<file path="src/rtl/bytecore_pkg.sv">
package bytecore_pkg;

   localparam logic [7:0] OPC_LOAD_A = 8'h80;
   localparam logic [7:0] OPC_LOAD_B = 8'h90;
   localparam logic [7:0] OPC_SUM    = 8'hB0;
   localparam logic [7:0] OPC_EMIT   = 8'hC0;

   localparam int REG_AX = 0;
   localparam int REG_BX = 1;

   typedef enum logic [1:0] {
      PH_FETCH  = 2'd0,
      PH_DECODE = 2'd1,
      PH_EXEC   = 2'd2,
      PH_STORE  = 2'd3
   } phase_e;

   typedef enum logic [2:0] {
      K_NOP = 3'd0,
      K_LDA = 3'd1,
      K_LDB = 3'd2,
      K_ADD = 3'd3,
      K_OUT = 3'd4
   } opkind_e;

   typedef struct packed {
      logic       takes_imm;
      logic       wr_en;
      logic       wr_from_alu;
      logic [1:0] wr_idx;
      logic       emit;
   } ctl_s;

   function automatic opkind_e classify(input logic [7:0] b);
      opkind_e k;
      case (b)
         OPC_LOAD_A: k = K_LDA;
         OPC_LOAD_B: k = K_LDB;
         OPC_SUM:    k = K_ADD;
         OPC_EMIT:   k = K_OUT;
         default:    k = K_NOP;
      endcase
      return k;
   endfunction

   function automatic ctl_s controls(input opkind_e k);
      ctl_s c;
      c = '0;
      case (k)
         K_LDA: begin
            c.takes_imm = 1'b1;
            c.wr_en     = 1'b1;
            c.wr_idx    = 2'(REG_AX);
         end
         K_LDB: begin
            c.takes_imm = 1'b1;
            c.wr_en     = 1'b1;
            c.wr_idx    = 2'(REG_BX);
         end
         K_ADD: begin
            c.wr_en       = 1'b1;
            c.wr_from_alu = 1'b1;
            c.wr_idx      = 2'(REG_AX);
         end
         K_OUT:   c.emit = 1'b1;
         default: c = '0;
      endcase
      return c;
   endfunction

endpackage

</file>
<file path="src/rtl/bytecore_seq.sv">
module bytecore_seq
   import bytecore_pkg::*;
#(
   parameter int ADDR_W = 8
) (
   input  logic              clk,
   input  logic              rst,
   input  logic [7:0]        fetch_byte,
   output phase_e            phase,
   output logic [ADDR_W-1:0] pc,
   output ctl_s              ctl,
   output logic              in_store
);

   localparam logic [ADDR_W-1:0] PC_ONE = ADDR_W'(1);

   phase_e  phase_q;
   opkind_e op_q;

   always_ff @(posedge clk) begin
      if (rst) begin
         phase_q <= PH_FETCH;
         pc      <= '0;
         op_q    <= K_NOP;
      end else begin
         case (phase_q)
            PH_FETCH: begin
               phase_q <= PH_DECODE;
            end
            PH_DECODE: begin
               op_q    <= classify(fetch_byte);
               pc      <= pc + PC_ONE;
               phase_q <= PH_EXEC;
            end
            PH_EXEC: begin
               if (controls(op_q).takes_imm) begin
                  pc <= pc + PC_ONE;
               end
               phase_q <= PH_STORE;
            end
            default: begin
               phase_q <= PH_FETCH;
            end
         endcase
      end
   end

   always_comb begin
      phase    = phase_q;
      ctl      = controls(op_q);
      in_store = (phase_q == PH_STORE);
   end

endmodule

</file>
<file path="src/rtl/bytecore_regs.sv">
module bytecore_regs #(
   parameter int DATA_W = 8,
   parameter int NREGS  = 4,
   localparam int IDX_W = (NREGS > 1) ? $clog2(NREGS) : 1
) (
   input  logic              clk,
   input  logic              rst,
   input  logic              wr_en,
   input  logic [IDX_W-1:0]  wr_idx,
   input  logic [DATA_W-1:0] wr_data,
   input  logic [IDX_W-1:0]  rd_a_idx,
   input  logic [IDX_W-1:0]  rd_b_idx,
   output logic [DATA_W-1:0] rd_a,
   output logic [DATA_W-1:0] rd_b
);

   logic [DATA_W-1:0] regs [NREGS];

   for (genvar i = 0; i < NREGS; i++) begin : g_reg
      always_ff @(posedge clk) begin
         if (rst) begin
            regs[i] <= '0;
         end else if (wr_en && (wr_idx == IDX_W'(i))) begin
            regs[i] <= wr_data;
         end
      end
   end

   always_comb begin
      rd_a = '0;
      rd_b = '0;
      for (int i = 0; i < NREGS; i++) begin
         if (rd_a_idx == IDX_W'(i)) rd_a = regs[i];
         if (rd_b_idx == IDX_W'(i)) rd_b = regs[i];
      end
   end

endmodule

</file>
<file path="src/rtl/bytecore_adder.sv">
module bytecore_adder #(
   parameter int W      = 8,
   parameter bit RIPPLE = 1'b1
) (
   input  logic [W-1:0] a,
   input  logic [W-1:0] b,
   output logic [W-1:0] sum
);

   if (RIPPLE) begin : g_ripple
      logic [W:0] carry;
      assign carry[0] = 1'b0;
      for (genvar i = 0; i < W; i++) begin : g_bit
         assign sum[i]     = a[i] ^ b[i] ^ carry[i];
         assign carry[i+1] = (a[i] & b[i]) | (carry[i] & (a[i] ^ b[i]));
      end
      logic carry_out_unused;
      assign carry_out_unused = carry[W];
   end else begin : g_behav
      assign sum = a + b;
   end

endmodule

</file>
<file path="src/rtl/bytecore_port.sv">
module bytecore_port #(
   parameter int DATA_W = 8
) (
   input  logic              clk,
   input  logic              rst,
   input  logic              load,
   input  logic [DATA_W-1:0] din,
   output logic [DATA_W-1:0] dout,
   output logic              vld
);

   always_ff @(posedge clk) begin
      if (rst) begin
         dout <= '0;
         vld  <= 1'b0;
      end else begin
         vld <= load;
         if (load) begin
            dout <= din;
         end
      end
   end

endmodule

</file>
<file path="src/rtl/tiny_byte_core.sv">
module tiny_byte_core
   import bytecore_pkg::*;
#(
   parameter int ADDR_W     = 8,
   parameter int DATA_W     = 8,
   parameter int NREGS      = 4,
   parameter bit RIPPLE_ADD = 1'b1
) (
   input  logic              clk,
   input  logic              rst,
   output logic [ADDR_W-1:0] prog_addr,
   input  logic [DATA_W-1:0] prog_data,
   output logic [DATA_W-1:0] out_data,
   output logic              out_valid
);

   localparam int IDX_W = (NREGS > 1) ? $clog2(NREGS) : 1;

   if (DATA_W != 8) begin : g_bad_width
      $error("tiny_byte_core: DATA_W must be 8, opcodes are bytes");
   end
   if (NREGS < 2) begin : g_bad_regs
      $error("tiny_byte_core: NREGS must be at least 2");
   end
   if (ADDR_W < 1) begin : g_bad_addr
      $error("tiny_byte_core: ADDR_W must be positive");
   end

   phase_e            cur_phase;
   ctl_s              ctl;
   logic              in_store;
   logic [DATA_W-1:0] acc;
   logic [DATA_W-1:0] opb;
   logic [DATA_W-1:0] sum;
   logic              wr_en;
   logic [DATA_W-1:0] wr_data;
   logic              emit;

   bytecore_seq #(.ADDR_W(ADDR_W)) u_seq (
      .clk        (clk),
      .rst        (rst),
      .fetch_byte (prog_data[7:0]),
      .phase      (cur_phase),
      .pc         (prog_addr),
      .ctl        (ctl),
      .in_store   (in_store)
   );

   assign wr_en   = in_store & ctl.wr_en;
   assign wr_data = ctl.wr_from_alu ? sum : prog_data;
   assign emit    = in_store & ctl.emit;

   bytecore_regs #(.DATA_W(DATA_W), .NREGS(NREGS)) u_regs (
      .clk      (clk),
      .rst      (rst),
      .wr_en    (wr_en),
      .wr_idx   (IDX_W'(ctl.wr_idx)),
      .wr_data  (wr_data),
      .rd_a_idx (IDX_W'(REG_AX)),
      .rd_b_idx (IDX_W'(REG_BX)),
      .rd_a     (acc),
      .rd_b     (opb)
   );

   bytecore_adder #(.W(DATA_W), .RIPPLE(RIPPLE_ADD)) u_add (
      .a   (acc),
      .b   (opb),
      .sum (sum)
   );

   bytecore_port #(.DATA_W(DATA_W)) u_port (
      .clk  (clk),
      .rst  (rst),
      .load (emit),
      .din  (acc),
      .dout (out_data),
      .vld  (out_valid)
   );

endmodule

</file>
<file path="config.mk">
export PLATFORM = sky130hd
export DESIGN_NAME = tiny_byte_core
export DESIGN_NICKNAME = d
export VERILOG_FILES = /design/src/rtl/bytecore_pkg.sv /design/src/rtl/bytecore_seq.sv /design/src/rtl/bytecore_regs.sv /design/src/rtl/bytecore_adder.sv /design/src/rtl/bytecore_port.sv /design/src/rtl/tiny_byte_core.sv
export SDC_FILE = /design/constraint.sdc
export NUM_CORES = 1
export LEC_CHECK = 0
export BUFFER_PORTS_ARGS = -buffer_cell sky130_fd_sc_hd__buf_2
export CAP_MARGIN = 20
export CORE_ASPECT_RATIO = 0.5
export CORE_MARGIN = 2
export CORE_UTILIZATION = 50
export CTS_CLUSTER_DIAMETER = 200
export DETAILED_ROUTE_END_ITERATION = 8
export PLACE_DENSITY = 0.74
export SETUP_SLACK_MARGIN = 0.02
export SYNTH_ARGS = -nofsm -noshare
export SYNTH_HDL_FRONTEND = slang
export SYNTH_SLANG_ARGS = --single-unit
</file>
<file path="constraint.sdc">
create_clock -name clk -period 3.45 [get_ports clk]
set_clock_uncertainty 0.1 [all_clocks]
set_input_delay 0.5175 -clock clk [delete_from_list [all_inputs] [get_ports clk]]
set_output_delay 0.5175 -clock clk [all_outputs]
set_load 0.01 [all_outputs]
</file>
==> results.md, run 1 <==
- Crit path time final: ~3500 ps
- Drt total wl: about 3600 um
- H-tree Lvls: 2
- HPWL after DPL: around 2600 um
- Flops & latches, synth: 38
- Main synth FF type: dfxtp_1
- Post-synthesis sequential area ratio: between 50% and 60%
- DR vias: about 1.3k
- DRC viols: 0
- Cells after DPL: 247
- First-pass GRT wire length: about 5600 um
- Simple-gate portion of the synthesized area: approximately a fifth
- Clock buffer depth: 2
- Synth Net Count: 199
- Fill cells: a little under 300
- Multi-input logic area: about 840 um2
- Layout area overhead: 16.6%
- Setup bufs post-CTS: 0
- Number of flops mapped to enable cells by yosys: 16
- Pin count of the biggest net entering global routing: 26
- Clock sinks: 38
- R2R depth: 13
- CTS buffer count: 5
- Initial Utilization: 52.1%
- Area share of xor/xnor cells in the synthesized design: around 2.4%
- Max FO, Critical Path: 2
- Post-synthesis mux area share: between 4 and 5%
- RSZ-0062 raised after global routing: yes
- Main area contributors after synthesis: edfxtp_1, dfxtp_1, fa_1
- Max cap viols: 0
- Setup crit start kind: flip-flop
- Sequential cell area: approximately 920 um2
- Initial antenna violation count: 0
- Status: finished with violations
- Die width: 88.6 um
- Relative slew slack: about 33%
- Met1 Track Usage GR: 24.3%
- Worst hold path class: reg -> reg
- WP data arrival: 3420 ps
- Root Buffer: clkbuf_8
- Final Max Slew Viols: 0
- Fraction of layout cells with a size suffix above 1: between 20 and 25%
- Clk pin slew, worst setup/hold paths: approximately 80 ps
- M3 GR Usage: between 5 and 6%
- Syn Inst Count: about 180
- CP endpoint kind: flip-flop
- Non-Filler Instances: between 200 and 300
- CTS tree: yes
- Tightest Pin Transition: around 1000 ps
- Iteration-0 DRC count of the detailed router: 76
- Cell area power density: around 490 nW/um2
- Setup CP Type: reg -> reg
- Port buffer count: 26
- GPL Wtd Cong: between 0.7 and 0.8
- Worst Hold Path EP: u_port.dout[3]
- Area leader, netlist: edfxtp_1
- Yosys Warn Count: 0
- Number of hold buffers added after CTS: 0
- Post-synth cell types: 31
- Largest family of logic cells by synthesized area: simple AND/OR/NAND/NOR gates
- Number of core rows: 15
- Drt wl/cell: 14.2 um
- Most numerous cell in the Yosys netlist: nor2_1
- Async set or reset register ratio after synthesis: 0%
- Fmax: 0.287 GHz
- Synth Area in Adders: 11.6%
- Leakage Power: around 0.88 nW
- WP data required: 3390 ps
- Vias in the first global route: ~1.2k
- Clk_lat worst skew: 290 ps
- Grt total ovfl: 0
- Post-route cell area: approximately 2100 um2
- WHS Path Cells: 2
- Share of the synthesized area in the top cell type: between 20% and 30%
- Final ANT Viol Nets: 0
- R2r endpoint: u_regs.regs[0][7]
- Antenna Diode Count: 0
- GRT busiest layer: met2
- Synth Area per Inst: 10.2 um2
- Core Box Area: approximately 3400 um2
- Reg2reg setup slack: -30 ps
- Placed Area: 1960 um2
- DR pass1 iterations: 4
- PnR worst setup slack: -30.5 ps
- Drt via density: around 5.2
- VDD IR-drop max: 0.211 mV
- Hold Crit Start: u_port.dout[3]
- IO Pins: 27
- Layout net count: 226
- Period utilisation layout: 101%
- Commonest cells post-synth: nor2_1, dfxtp_1, nand2_1, a21oi_1, edfxtp_1
- Area of the die: 4100 um2
- M2 GR Usage: a little under a third
- Worst reg2reg startpoint: u_regs.regs[0][0]
- GRT Overall Usage: 19.0%
- Post-synthesis instance area: ~1800 um2
- Compound-Gate Fraction of Synth Area: under 10%
- Final hold viol count: 0
- Final Setup Violations: 2
- Failing checks: setup timing
- Die height: approximately 46 um
## how the worst max path moves through the flow
stage,cells past startpoint,from,to
after floorplan,13,u_regs.regs[0][0],u_regs.regs[0][7]
after global placement,13,u_regs.regs[0][0],u_regs.regs[0][7]
after detailed placement,13,u_regs.regs[0][0],u_regs.regs[0][7]
after CTS,13,u_regs.regs[0][0],u_regs.regs[0][7]
after global routing,13,u_regs.regs[0][0],u_regs.regs[1][7]
final,13,u_regs.regs[0][0],u_regs.regs[0][7]
## stage by stage
| step | setup slack (ps) | power [mW] | hold slack (ps) | utilization (%) | setup TNS (ps) |
|---|---|---|---|---|---|
| finish | -30.5 | 1.03 | 357 | 60.8 | -47.0 |
| global route | -161 | 1.08 | 375 | 60.8 | -318 |
| CTS | -64.2 | 1.03 | 364 | 60.8 | -126 |
| detailed placement | -205 | 0.690 | 352 | 57.2 | -409 |
| global placement | -58.3 | 0.684 | 340 | 57.2 | -115 |
| floorplan | 23.7 | 0.645 | 381 | - | 0 |
## layer usage
layer	routed length, um	vias up
li1	-	655
met1	1720	642
met2	1700	27
met3	159	5
met4	49	0
met5	0	-
## what timing repair did
item                       in CTS  in global routing
resized for setup               8                  0
pin swaps                       2                  2
setup endpoints to repair       4                  3
## power by group
part,internal (mW),switching (mW)
registers,0.493,0.0325
clock network,0.184,0.160
logic,0.0640,0.0928
## layout by cell type (no fill, tap or decap)
cell | synthesis | routed
nand2b_1 | 1 | 1
or2_2 | 1 | 1
xnor2_1 | 3 | 2
xnor2_2 | 0 | 1
nor2b_1 | 4 | 4
nor2_1 | 25 | 25
nand4_1 | 2 | 2
and3_1 | 1 | 1
nor4_1 | 1 | 1
xor2_1 | 2 | 2
nand3b_1 | 1 | 1
or4_1 | 1 | 1
a31oi_1 | 1 | 1
buf_2 | 2 | 26
edfxtp_1 | 16 | 16
and4bb_2 | 1 | 1
nand2_1 | 19 | 19
clkbuf_16 | 0 | 1
dfxtp_1 | 22 | 22
clkinv_2 | 0 | 2
o31ai_1 | 1 | 1
or3_1 | 5 | 5
nand3_1 | 5 | 5
inv_1 | 9 | 7
a21oi_1 | 18 | 18
nand4bb_1 | 1 | 1
nor3_1 | 2 | 2
ha_1 | 7 | 6
mux2i_1 | 8 | 8
o21ai_0 | 5 | 5
ha_2 | 0 | 1
and4_1 | 1 | 1
fa_2 | 0 | 6
a31o_2 | 1 | 1
inv_2 | 0 | 2
clkbuf_8 | 0 | 5
## sequential cells by signal (all words and copies together) (netlist names)
signal,flops
u_port.vld,1
u_seq.phase,2
u_port.dout,8
u_seq.op_q,3
u_seq.pc,8
u_regs.regs,16
## worst max-delay path, cell delays in order (launching register included)
cell and delay, ps:
edfxtp_1 400, ha_2 190, fa_2 340, fa_2 340
fa_2 340, inv_2 60, fa_2 190, inv_2 40
fa_2 330, fa_2 360, xnor2_2 150, xnor2_1 120
mux2i_1 190, nor2_1 70
## cell type report
| class | count | area share, % |
|---|---|---|
| clock buffers | 6 | 4.49 |
| clock inverters | 2 | 0.479 |
| inverters | 9 | 1.62 |
| multi-input cells | 123 | 40.0 |
| flip-flops and latches | 38 | 44.1 |
| well taps | 51 | 3.06 |
| repair buffers | 26 | 6.23 |
## logic make-up after synthesis
| group | after synthesis |
|---|---|
| AND/OR/NAND/NOR | 71 |
| flip-flops | 38 |
| AO/OA/AOI/OAI | 26 |
| buffers and inverters | 15 |
| adder cells (fa/ha/maj) | 13 |
| multiplexers | 8 |
| XOR/XNOR | 5 |
Note: power is estimated with default switching activity, not from simulation.
==> run 2: changes to the inputs <==
--- a/config.mk
+++ b/config.mk
@@ -5,7 +5,7 @@
 export SDC_FILE = /design/constraint.sdc
 export NUM_CORES = 1
 export LEC_CHECK = 0
-export BUFFER_PORTS_ARGS = -buffer_cell sky130_fd_sc_hd__buf_2
+export BUFFER_PORTS_ARGS = -buffer_cell sky130_fd_sc_hd__buf_4
 export CAP_MARGIN = 20
 export CORE_ASPECT_RATIO = 0.5
 export CORE_MARGIN = 2
==> run 2 against run 1 <==
Via count is 2.2% lower; die area stayed put; maximum frequency rose by 0.89%; design area increased by 2.9%; the flow now finishes without violations; flip-flop and latch count unchanged; clock power decreased by 9.9%; largest power group unchanged.
==> results.md, run 2 (same netlist as run 1, synthesis figures left out) <==
- Biggest register: u_regs.regs
- CTS buffer count: 5
- Grt total ovfl: 0
- Cells after DPL: about 250
- Max FO, Critical Path: 2
- Final ANT Viol Nets: 0
- PnR worst setup slack: 0.269 ps
- First-pass GRT wire length: around 5800 um
- Worst Hold Path EP: u_port.dout[4]
- Port buffer count: 26
- Final hold viol count: 0
- Fmax: 0.290 GHz
- Iteration-0 DRC count of the detailed router: 56
- Reg2reg setup slack: between 0.2 and 0.3 ps
- Post-layout util: between 60% and 70%
- Leakage Power: between 0.8 and 0.9 nW
- Crit-path most repeated cell: fa_2
- RSZ-0062 raised after global routing: yes
- Worst reg2reg startpoint: u_regs.regs[0][0]
- Clock buffer depth: 2
- R2R depth: 13
- Setup crit start kind: flip-flop
- DR pass1 iterations: 4
- Initial Utilization: 52.1%
- Non-Filler Instances: roughly 260
- Setup CP Type: reg -> reg
- Crit path time final: between 3000 and 4000 ps
- GPL Wtd Cong: about 0.8
- Top flop regs: u_regs.regs: 16 flops, u_port.dout: 8 flops, u_seq.pc: 8 flops
- Area of the die: between 4000 and 5000 um2
- Max cap viols: 0
- IO Pins: 27
- CP max-delay cell: edfxtp_1
- CTS tree: yes
- Core Box Area: ~3400 um2
- Pin count of the biggest net entering global routing: 26
- Setup bufs post-CTS: 0
- Post-route cell area: 2150 um2
- Initial antenna violation count: 0
- GRT Overall Usage: between 10% and 20%
- Die height: about 46 um
- WP data required: 3380 ps
- Hold Crit Start: u_port.dout[4]
- WHS: roughly 360 ps
- Dpl ws: -156 ps
- Top Family by Delay on Critical Path: adder cells
- Clk_lat worst skew: 280 ps
- Worst hold path class: reg -> reg
- Worst path cell trace: ha_2 > fa_2 > fa_2 > fa_2 > inv_2 > fa_2 > inv_2 > fa_2 > fa_2 > xnor2_2 > xnor2_1 > mux2i_1 > nor2_1
- H-tree Lvls: 2
- WHS Path Cells: 2
- Layout net count: approximately 230
- Most frequent cells in the layout: buf_4, nor2_1, dfxtp_1
- VDD IR-drop max: approximately 0.18 mV
- CP peak stage delay: roughly 400 ps
- Final Setup Violations: 0
- Status: complete, no violations
- Clk pin slew, worst setup/hold paths: approximately 70 ps
- Placed Area: around 2000 um2
- HPWL after DPL: 2550 um
- Number of core rows: 15
- DR vias: 1300
- Number of buffers and inverters on the critical path: 2
- Die width: 88.6 um
- Final Max Slew Viols: 0
- CP endpoint kind: flip-flop
- Antenna Diode Count: 0
- Clock sinks: 38
- Drt wl/cell: about 14 um
- Layout area overhead: 20.0%
- Relative slew slack: around 63%
- Fraction of layout cells with a size suffix above 1: between 20% and 30%
- Max FFs per register: 16
- Drt total wl: ~3600 um
- Vias in the first global route: about 1.2k
- Drt via density: 5.08
- R2r endpoint: u_regs.regs[1][7]
- DRC viols: 0
- Root Buffer: clkbuf_8
- Cell area power density: 470 nW/um2
- WP data arrival: between 3000 and 4000 ps
- Period utilisation layout: 100%
- Tightest Pin Transition: roughly 550 ps
- Commonest non-fill, non-tap cell in the layout: buf_4
- Fill cells: approximately 310
run 2: cell types whose count changed in the layout (fill, tap and decap cells not counted), sizes merged:
cell,delta
clkbuf,+1
buf,+1
clkinv,-1
run 2: worst register-to-register path: cells and delay by family (launching register included):
family,cells,cell delay [ps]
flops,1,400
buf+inv,2,110
xor+xnor,2,280
mux,1,160
fa+ha+maj,7,2090
simple gates,1,70
run 2: metrics by stage:
step	power, mW	setup TNS [ps]
2_1_floorplan	0.645	0
3_3_place_gp	0.691	-111
3_5_place_dp	0.697	-305
4_1_cts	1.01	-116
5_1_grt	1.06	-188
6_report	1.01	0
run 2: routing by layer:
layer | global-route usage, % | part of all wire [%]
met5 | 0 | 0
met3 | 5.38 | 3.4
met4 | 7.88 | 0.78
met2 | 29.9 | 46
met1 | 27.3 | 50
run 2: how the worst max path moves through the flow:
stage / start / end / slack (ps) / cells past startpoint
2_1_floorplan: u_regs.regs[0][0] / u_regs.regs[0][7] / 20 / 13
3_3_place_gp: u_regs.regs[0][0] / u_regs.regs[0][7] / -60 / 13
3_5_place_dp: u_regs.regs[0][0] / u_regs.regs[0][7] / -160 / 13
4_1_cts: u_regs.regs[1][0] / u_regs.regs[1][7] / -60 / 13
5_1_grt: u_regs.regs[0][0] / u_regs.regs[1][7] / -100 / 13
6_report: u_regs.regs[0][0] / u_regs.regs[1][7] / 0.3 / 13
run 2: timing repair:
action	4_1_cts	5_1_grt
hold buffers	0	0
pin swaps	4	2
setup endpoints to repair	2	4
resized for setup	8	0
run 2: layout make-up:
cell class                      instances  area [um2]  area share [%]
Sequential cell                        38         921            42.9
Multi-Input combinational cell        123         836            38.9
Timing Repair Buffer                   27         203            9.44
Clock buffer                            7        86.3            4.02
Tap cell                               51        63.8            2.97
Inverter                                9        33.8            1.57
Clock inverter                          1        5.00           0.233
run 2: where the power goes:
group | total, mW | internal (mW) | switching [mW] | leakage (nW)
clock network | 0.309 | 0.161 | 0.148 | 0.0482
registers | 0.525 | 0.493 | 0.0316 | 0.343
logic | 0.175 | 0.0785 | 0.0963 | 0.489
total | 1.01 | 0.733 | 0.276 | 0.880
